**config.mk**
```make
export PLATFORM = sky130hd
export DESIGN_NAME = fall_event_capture
export DESIGN_NICKNAME = d
export VERILOG_FILES = /design/src/rtl/evtlat_pkg.sv /design/src/rtl/evtlat_sync.sv /design/src/rtl/evtlat_qual.sv /design/src/rtl/evtlat_sticky.sv /design/src/rtl/fall_event_capture.sv
export SDC_FILE = /design/constraint.sdc
export NUM_CORES = 1
export LEC_CHECK = 0
export BUFFER_PORTS_ARGS = -buffer_cell sky130_fd_sc_hd__buf_2
export CORE_MARGIN = 3
export CORE_UTILIZATION = 45
export CTS_BUF_LIST = sky130_fd_sc_hd__clkbuf_2
export DETAILED_ROUTE_END_ITERATION = 7
export GPL_TIMING_DRIVEN = 0
export PLACE_DENSITY = 0.78
export REMOVE_ABC_BUFFERS = 1
export SYNTH_ARGS = -nofsm -noshare
export SYNTH_HDL_FRONTEND = slang
export SYNTH_SLANG_ARGS = --single-unit
```
**constraint.sdc**
```tcl
create_clock -name clk -period 2.6 [get_ports clk]
set_input_delay 0.13 -clock clk [delete_from_list [all_inputs] [get_ports clk]]
set_output_delay 0.13 -clock clk [all_outputs]
set_load 0.1 [all_outputs]
```
**src/rtl/evtlat_pkg.sv**
```systemverilog
package evtlat_pkg;

  // Bit positions of the packed read value
  localparam int POS_UPPER = 3;
  localparam int POS_GP    = 2;
  localparam int POS_ACC   = 1;
  localparam int POS_LOWER = 0;

  // Assemble the nibble from its four sources
  function automatic logic [3:0] pack_nibble(input logic upper, input logic gp_sel,
                                             input logic gp_lvl, input logic acc,
                                             input logic lower);
    logic [3:0] n;
    n            = '0;
    n[POS_UPPER] = upper;
    n[POS_GP]    = gp_sel ? gp_lvl : 1'b1;
    n[POS_ACC]   = acc;
    n[POS_LOWER] = lower;
    return n;
  endfunction

  // Next low-run count: a fresh fall starts at one, a continuing low adds one
  function automatic int unsigned next_run(input logic fresh, input int unsigned cur);
    return fresh ? 1 : cur + 1;
  endfunction

endpackage

```
**src/rtl/evtlat_sync.sv**
```systemverilog
module evtlat_sync #(
  parameter int W      = 3,
  parameter int STAGES = 2
) (
  input  logic         clk,
  input  logic         rst_n,
  input  logic [W-1:0] d_i,
  output logic [W-1:0] q_o
);

  logic [W-1:0] stg [STAGES];

  always_ff @(posedge clk or negedge rst_n) begin
    if (!rst_n) begin
      for (int i = 0; i < STAGES; i++) stg[i] <= '0;
    end else begin
      stg[0] <= d_i;
      for (int i = 1; i < STAGES; i++) stg[i] <= stg[i-1];
    end
  end

  assign q_o = stg[STAGES-1];

endmodule

```
**src/rtl/evtlat_qual.sv**
```systemverilog
module evtlat_qual
  import evtlat_pkg::*;
#(
  parameter int QUAL = 2
) (
  input  logic clk,
  input  logic rst_n,
  input  logic cyc_en,
  input  logic lvl_i,
  output logic fire_o
);

  localparam int CW = $clog2(QUAL + 1);

  logic          prev_q;
  logic          armed_q;
  logic [CW-1:0] cnt_q;
  logic          fall_w;
  logic          cont_w;
  logic [CW-1:0] cnt_next_w;

  // Event wires brought out for the checks below
  assign fall_w     = cyc_en && prev_q && !lvl_i;
  assign cont_w     = cyc_en && armed_q && !lvl_i;
  assign cnt_next_w = CW'(next_run(fall_w, int'(cnt_q)));
  assign fire_o     = (fall_w || cont_w) && (int'(cnt_next_w) == QUAL);

  always_ff @(posedge clk or negedge rst_n) begin
    if (!rst_n) begin
      prev_q  <= 1'b0;
      armed_q <= 1'b0;
      cnt_q   <= '0;
    end else if (cyc_en) begin
      prev_q <= lvl_i;
      if (lvl_i || fire_o) begin
        armed_q <= 1'b0;
        cnt_q   <= '0;
      end else if (fall_w || cont_w) begin
        armed_q <= 1'b1;
        cnt_q   <= cnt_next_w;
      end
    end
  end

  a_r10_idle_holds: assert property (@(posedge clk) disable iff (!rst_n)
    !cyc_en |=> $stable(cnt_q) && $stable(prev_q));

  a_r1_fire_on_low_sample: assert property (@(posedge clk) disable iff (!rst_n)
    fire_o |-> (cyc_en && !lvl_i));

  a_r11_single_fire: assert property (@(posedge clk) disable iff (!rst_n)
    fire_o |=> !fire_o);

  a_r2_high_restarts: assert property (@(posedge clk) disable iff (!rst_n)
    (cyc_en && lvl_i) |=> (cnt_q == '0) && !armed_q);

endmodule

```
**src/rtl/evtlat_sticky.sv**
```systemverilog
module evtlat_sticky (
  input  logic clk,
  input  logic rst_n,
  input  logic set_i,
  input  logic clr_i,
  output logic q_o
);

  always_ff @(posedge clk or negedge rst_n) begin
    if (!rst_n)     q_o <= 1'b0;
    else if (set_i) q_o <= 1'b1;
    else if (clr_i) q_o <= 1'b0;
  end

  a_r8_set_beats_clear: assert property (@(posedge clk) disable iff (!rst_n)
    set_i |=> q_o);

  a_r4_read_clears: assert property (@(posedge clk) disable iff (!rst_n)
    (clr_i && !set_i) |=> !q_o);

  a_r3_holds_when_quiet: assert property (@(posedge clk) disable iff (!rst_n)
    (!set_i && !clr_i) |=> $stable(q_o));

endmodule

```
**src/rtl/fall_event_capture.sv**
```systemverilog
module fall_event_capture
  import evtlat_pkg::*;
#(
  parameter int SYNC_STAGES = 2,
  parameter int QUAL_CYCLES = 2
) (
  input  logic       clk,
  input  logic       rst_n,
  input  logic       cyc_en,
  input  logic       rd_en,
  input  logic       upper_line_i,
  input  logic       lower_line_i,
  input  logic       gp_pin,
  input  logic       gp_en,
  input  logic       acc_b0,
  output logic [3:0] nibble_o
);

  localparam int NLINE = 2;          // index 0: lower line, index 1: upper line
  localparam int SW    = NLINE + 1;  // lines plus the general-purpose pin

  logic [SW-1:0]    raw_w;
  logic [SW-1:0]    syn_w;
  logic [NLINE-1:0] fire_w;
  logic [NLINE-1:0] latch_w;

  assign raw_w = {gp_pin, upper_line_i, lower_line_i};

  evtlat_sync #(.W(SW), .STAGES(SYNC_STAGES)) u_sync (
    .clk  (clk),
    .rst_n(rst_n),
    .d_i  (raw_w),
    .q_o  (syn_w)
  );

  for (genvar g = 0; g < NLINE; g++) begin : g_line
    evtlat_qual #(.QUAL(QUAL_CYCLES)) u_qual (
      .clk   (clk),
      .rst_n (rst_n),
      .cyc_en(cyc_en),
      .lvl_i (syn_w[g]),
      .fire_o(fire_w[g])
    );

    evtlat_sticky u_latch (
      .clk  (clk),
      .rst_n(rst_n),
      .set_i(fire_w[g]),
      .clr_i(rd_en),
      .q_o  (latch_w[g])
    );
  end

  assign nibble_o = pack_nibble(latch_w[1], gp_en, syn_w[NLINE], acc_b0, latch_w[0]);

  a_r5_bit2_default_one: assert property (@(posedge clk) disable iff (!rst_n)
    !gp_en |-> nibble_o[2]);

  a_r7_latches_follow_fires: assert property (@(posedge clk) disable iff (!rst_n)
    $rose(nibble_o[0]) |-> $past(fire_w[0]));

endmodule

```
After elaboration in Yosys (flattened, before gate mapping):

Index checks and enable logic that the tools add are counted.

* output and inout port bits: 4
* register bits after elaboration: 16
* word-level logic and storage cells: 50
* bits of input ports: 9

* equality and inequality tests: 2
* add/subtract/negate cells: 2
* multiplexer cells: 14
* reductions and logical operators: 22

Operators by type and width (number)
* two-way mux 2 bit: 6
* logical AND 1 bit: 10
* two-way mux 1 bit: 8
* nonzero test 2 bit: 4
* adder 2 x 1 -> 2 bit, second input constant: 2
* == test 2 bit, second input constant: 2
* logical OR 1 bit: 4
* AND reduction 2 bit: 2
* logical NOT 1 bit: 2

Depth between registers and ports, before layout:

* word-level depth: 8
* depth in mapped cells: 4
* depth with buffers taken out: 3

Modules after synthesis:

A second synthesis with hierarchy kept.

* cells, all modules: 53
* area total of the unflattened synthesis: 659.4 µm²

By module, submodules not included
* evtlat_qual: area each 200.2 µm², cells each 18, times used 2, seq. area each 100.1 µm²
* evtlat_sync: area each 172.7 µm², cells each 9, times used 1, seq. area each 150.1 µm²
* evtlat_sticky: area each 36.3 µm², cells each 3, times used 2, seq. area each 25.0 µm²
* fall_event_capture: area each 13.8 µm², cells each 2, times used 1, seq. area each 0.0 µm²

Worst setup path before layout:

OpenSTA, ideal clock, no wires.

* path kind: reg-to-output
* start: reg u_sync.stg (netlist bit u_sync.q_o[2])
* end: out nibble_o[2]
* arrival time: 1.051 ns
* cell stages (with the launch flop): 2
* buffers on the path: 0
* setup slack: 1.419 ns
* path through: dfrtp_1 -> nand2b_1

* word-level cells in the longest chain between the ends: 1

Ends and longest elaborated chain
* start, declared: line evtlat_sync.sv:11 `logic [W-1:0] stg [STAGES];`
* two-way mux 1 bit: line evtlat_pkg.sv:16 `n[POS_GP] = gp_sel ? gp_lvl : 1'b1;`
* end, declared: line fall_event_capture.sv:16 `output logic [3:0] nibble_o`

Every way passes these cells.

Worst setup path in the final report:

Same ends and word-level chain as after synthesis.

==> results.tsv <==
stage	metric	value	unit
timing	drv_slew	0	
power	p_sw_share	28.7	%
power	seq_power_share	62.0	%
power	p_int	0.330	mW
timing	skew	0.00275	ns
layout	fin_nets	76	
critical_path	cp.required	2.47	ns
global_routing	track_usage	13.1	%
clocking	cts_buffers	3	
synth	ys_seq_elements	16	
drt	dr.first_iter.drc_count	4	
placement	numPortBuffers	10	
clocking	clk_pin_slew	0.13	ns
synth	ys_warn_count	0	
clocking	cts_max_level	1	
hold_path	hold_class	in2reg	
floorplanning	dieArea	1880	um2
timing	fmax	798	MHz
critical_path	critPathKind	reg2out	
flow_run	maxCapViolCount	0	
drt	vias	427	
floorplanning	start_util	52.3	%
synth	synth_area	628	um2
drt	drt_first_pass_iters	4	
floorplanning	boundaryPins	13	
timing	setup_violations	0	
global_routing	grt.overflow.total	0	
floorplanning	row_count	12	
global_routing	grt_pass1_vias	433	
timing	setup_ws	1.35	ns
clocking	clock_sinks	16	
drt	drt_wl_total	1060	um
critical_path	r2r-end	g_line[0].u_latch.q_o$_DFFE_PN0P_	
floorplanning	die_w	43.4	um
floorplanning	core_area	1200	um2
synth	synth_cells	52	
synth	synth_flop_cell	dfrtp_1	
synth	synth_top_family_by_area	compound AO/OA/AOI/OAI gates	
run_status	status	finished, final reports clean	
hold_path	hold-path-cell-count	2	
synth	synth-compound-area-share	18.5	%
synth	synthDistinctLibCells	22	
hold_path	min_to	g_line[0].u_latch.q_o$_DFFE_PN0P_	
synth	ys_seq_area_share	63.7	%
power	power_density	636	nW/um2
clocking	cts_root_buf	clkbuf_2	
clocking	post_cts_resized	0	
critical_path	rr_startpoint	u_sync.q_o[0]$_DFF_PN0_	
synth	synthXorXnorAreaFrac	0	%
timing	fin_setup_tns	0	ns
clocking	cts_tree	built	
critical_path	path_max_fanout	1	
power	irDropWorstVdd	0.360	mV
drt	drcViolationCount	0	
timing	relSlewSlack	67.8	%
synth	yosys.area_share.simple	9.76	%
critical_path	reg2reg_depth	2	
layout	drive_gt1_share	22.7	%
global_routing	grt_pass1_wl	1740	um
synth	synthArstFlopShare	100	%
synth	avgSynthCellArea	12.1	um2
drt	wl_per_cell	13.3	um
drt	ant_nets	0	
global_routing	antenna_found_initial	0	
global_routing	grt_max_degree	17	
synth	synth_fa_ha_area_share	0	%
timing	period_minus_slack	1.25	ns
hold_path	min-delay-start	rd_en	
power	clockPowerShare	22.6	%
drt	vias_per_cell	5.34	
synth	synth.area.mux_share	1.79	%
layout	area_delta_synth_final	15.7	%
timing	rsz0062_at_grt	false	
layout	diodes	0	
power	pwr-share-comb	15.4	%
power	p_sw	0.133	mW
clocking	clockBufferDepth	2	
timing	period_share	48.2	%
power	leakage	0.337	nW
floorplanning	die_h	43.4	um
clocking	clk_latency	0.28	ns
placement	pre_cts_slack	1.48	ns
critical_path	crit_path_end_kind	output pin	
timing	hold_violations	0	
critical_path	cp.arrival	1.12	ns
critical_path	startpoint_type	flop	
synth	synth_edf_count	0	
critical_path	r2r_setup_slack	1.46	ns
timing	tightestPinTransition	0.487	ns
placement	gp_congestion	0.797	
layout	n_fill_cell	104	
-- cell usage after synthesis (2+ instances only) --
cell type | count | share of area (%)
buf_4 | 3 | 3.6
nand2_1 | 4 | 2.4
dfrtp_1 | 16 | 64
inv_1 | 3 | 1.8
nand2b_1 | 3 | 3.0
o21ai_0 | 4 | 3.2
nor2_1 | 2 | 1.2
a21boi_0 | 2 | 2.4
a21oi_1 | 2 | 1.6
-- cell families after synthesis --
| family | count (synthesis) |
|---|---|
| AOI/OAI and AO/OA | 16 |
| DFF | 16 |
| and+or+nand+nor | 12 |
| buffers and inverters | 7 |
| muxes | 1 |
-- registers in the layout, indices dropped and copies added, names as in the netlist --
name	flops
g_line.u_qual.prev_q	2
u_sync.stg	3
u_sync.q_o	3
g_line.u_qual.cnt_q	4
g_line.u_qual.armed_q	2
g_line.u_latch.q_o	2
-- area by class of cell --
cell class / instances / area (um2) / area share (%)
sequential: 16 / 400 / 55.1
multi-input combinational: 29 / 189 / 26.0
timing repair buffer: 14 / 90.1 / 12.4
tap: 14 / 17.5 / 2.41
clock buffer: 3 / 15.0 / 2.07
inverter: 3 / 11.3 / 1.55
clock inverter: 1 / 3.75 / 0.516
-- what timing repair did --
item                                    4_1_cts  5_1_grt
endpoints found under the setup margin        0        0
hold endpoints to repair                     19        0
setup buffers                                 0        0
hold buffers                                  4        0
-- routing by layer --
| layer | share of wire, % | GRT usage, % | vias up |
|---|---|---|---|
| met3 | 6.9 | 7.47 | 2 |
| met2 | 53 | 23.3 | 12 |
| met5 | 0 | 0 | - |
| met1 | 39 | 12.9 | 208 |
| met4 | 0.85 | 3.61 | 0 |
| li1 | - | - | 205 |
-- power by group through the flow --
stage	Sequential (mW)	Combinational (mW)	Clock, mW
global route	0.290	0.0787	0.122
detailed placement	0.292	0.0676	0
global placement	0.290	0.0639	0
finish	0.287	0.0713	0.105
floorplan	0.298	0.0361	0
CTS	0.287	0.0723	0.110
-- layout by cell type, fill, tap and decap left out, types with 2 or more instances in the layout --
master | synthesis | final
dfrtp_1 | 16 | 16
buf_2 | 1 | 10
nand2_1 | 4 | 4
o21ai_0 | 4 | 4
dlygate4sd3_1 | 0 | 4
nand2b_1 | 3 | 3
inv_1 | 3 | 3
clkbuf_2 | 0 | 3
nor2_1 | 2 | 2
a21oi_1 | 2 | 2
a21boi_0 | 2 | 2
-- metrics by stage --
| stage | cells | power (mW) | area [um2] | hold slack [ns] | utilization (%) |
|---|---|---|---|---|---|
| after global routing | 80 | 0.491 | 727 | 0.00495 | 60.5 |
| after floorplan | 48 | 0.334 | 601 | -0.166 | - |
| final | 80 | 0.463 | 727 | 0.0317 | 60.5 |
| after global placement | 72 | 0.354 | 668 | 0.0543 | 55.6 |
| after detailed placement | 72 | 0.359 | 668 | 0.0607 | 55.6 |
| after CTS | 80 | 0.469 | 727 | 0.0189 | 60.5 |
-- critical path, cell delays in order (launching register included) --
cell and delay (ns):
dfrtp_1 0.34, nand2b_1 0.09, buf_2 0.42
-- worst max-delay path by stage --
stage	start	depth (start not counted)	slack (ns)	end
6_report	u_sync.q_o[2]$_DFF_PN0_	2	1.35	nibble_o[2]
5_1_grt	u_sync.q_o[2]$_DFF_PN0_	2	1.27	nibble_o[2]
4_1_cts	u_sync.q_o[2]$_DFF_PN0_	2	1.32	nibble_o[2]
3_5_place_dp	u_sync.q_o[0]$_DFF_PN0_	2	1.48	g_line[0].u_latch.q_o$_DFFE_PN0P_
3_3_place_gp	u_sync.q_o[0]$_DFF_PN0_	2	1.53	g_line[0].u_latch.q_o$_DFFE_PN0P_
2_1_floorplan	g_line[0].u_latch.q_o$_DFFE_PN0P_	2	1.35	g_line[0].u_latch.q_o$_DFFE_PN0P_
Note: power is estimated with default switching activity, not from simulation.
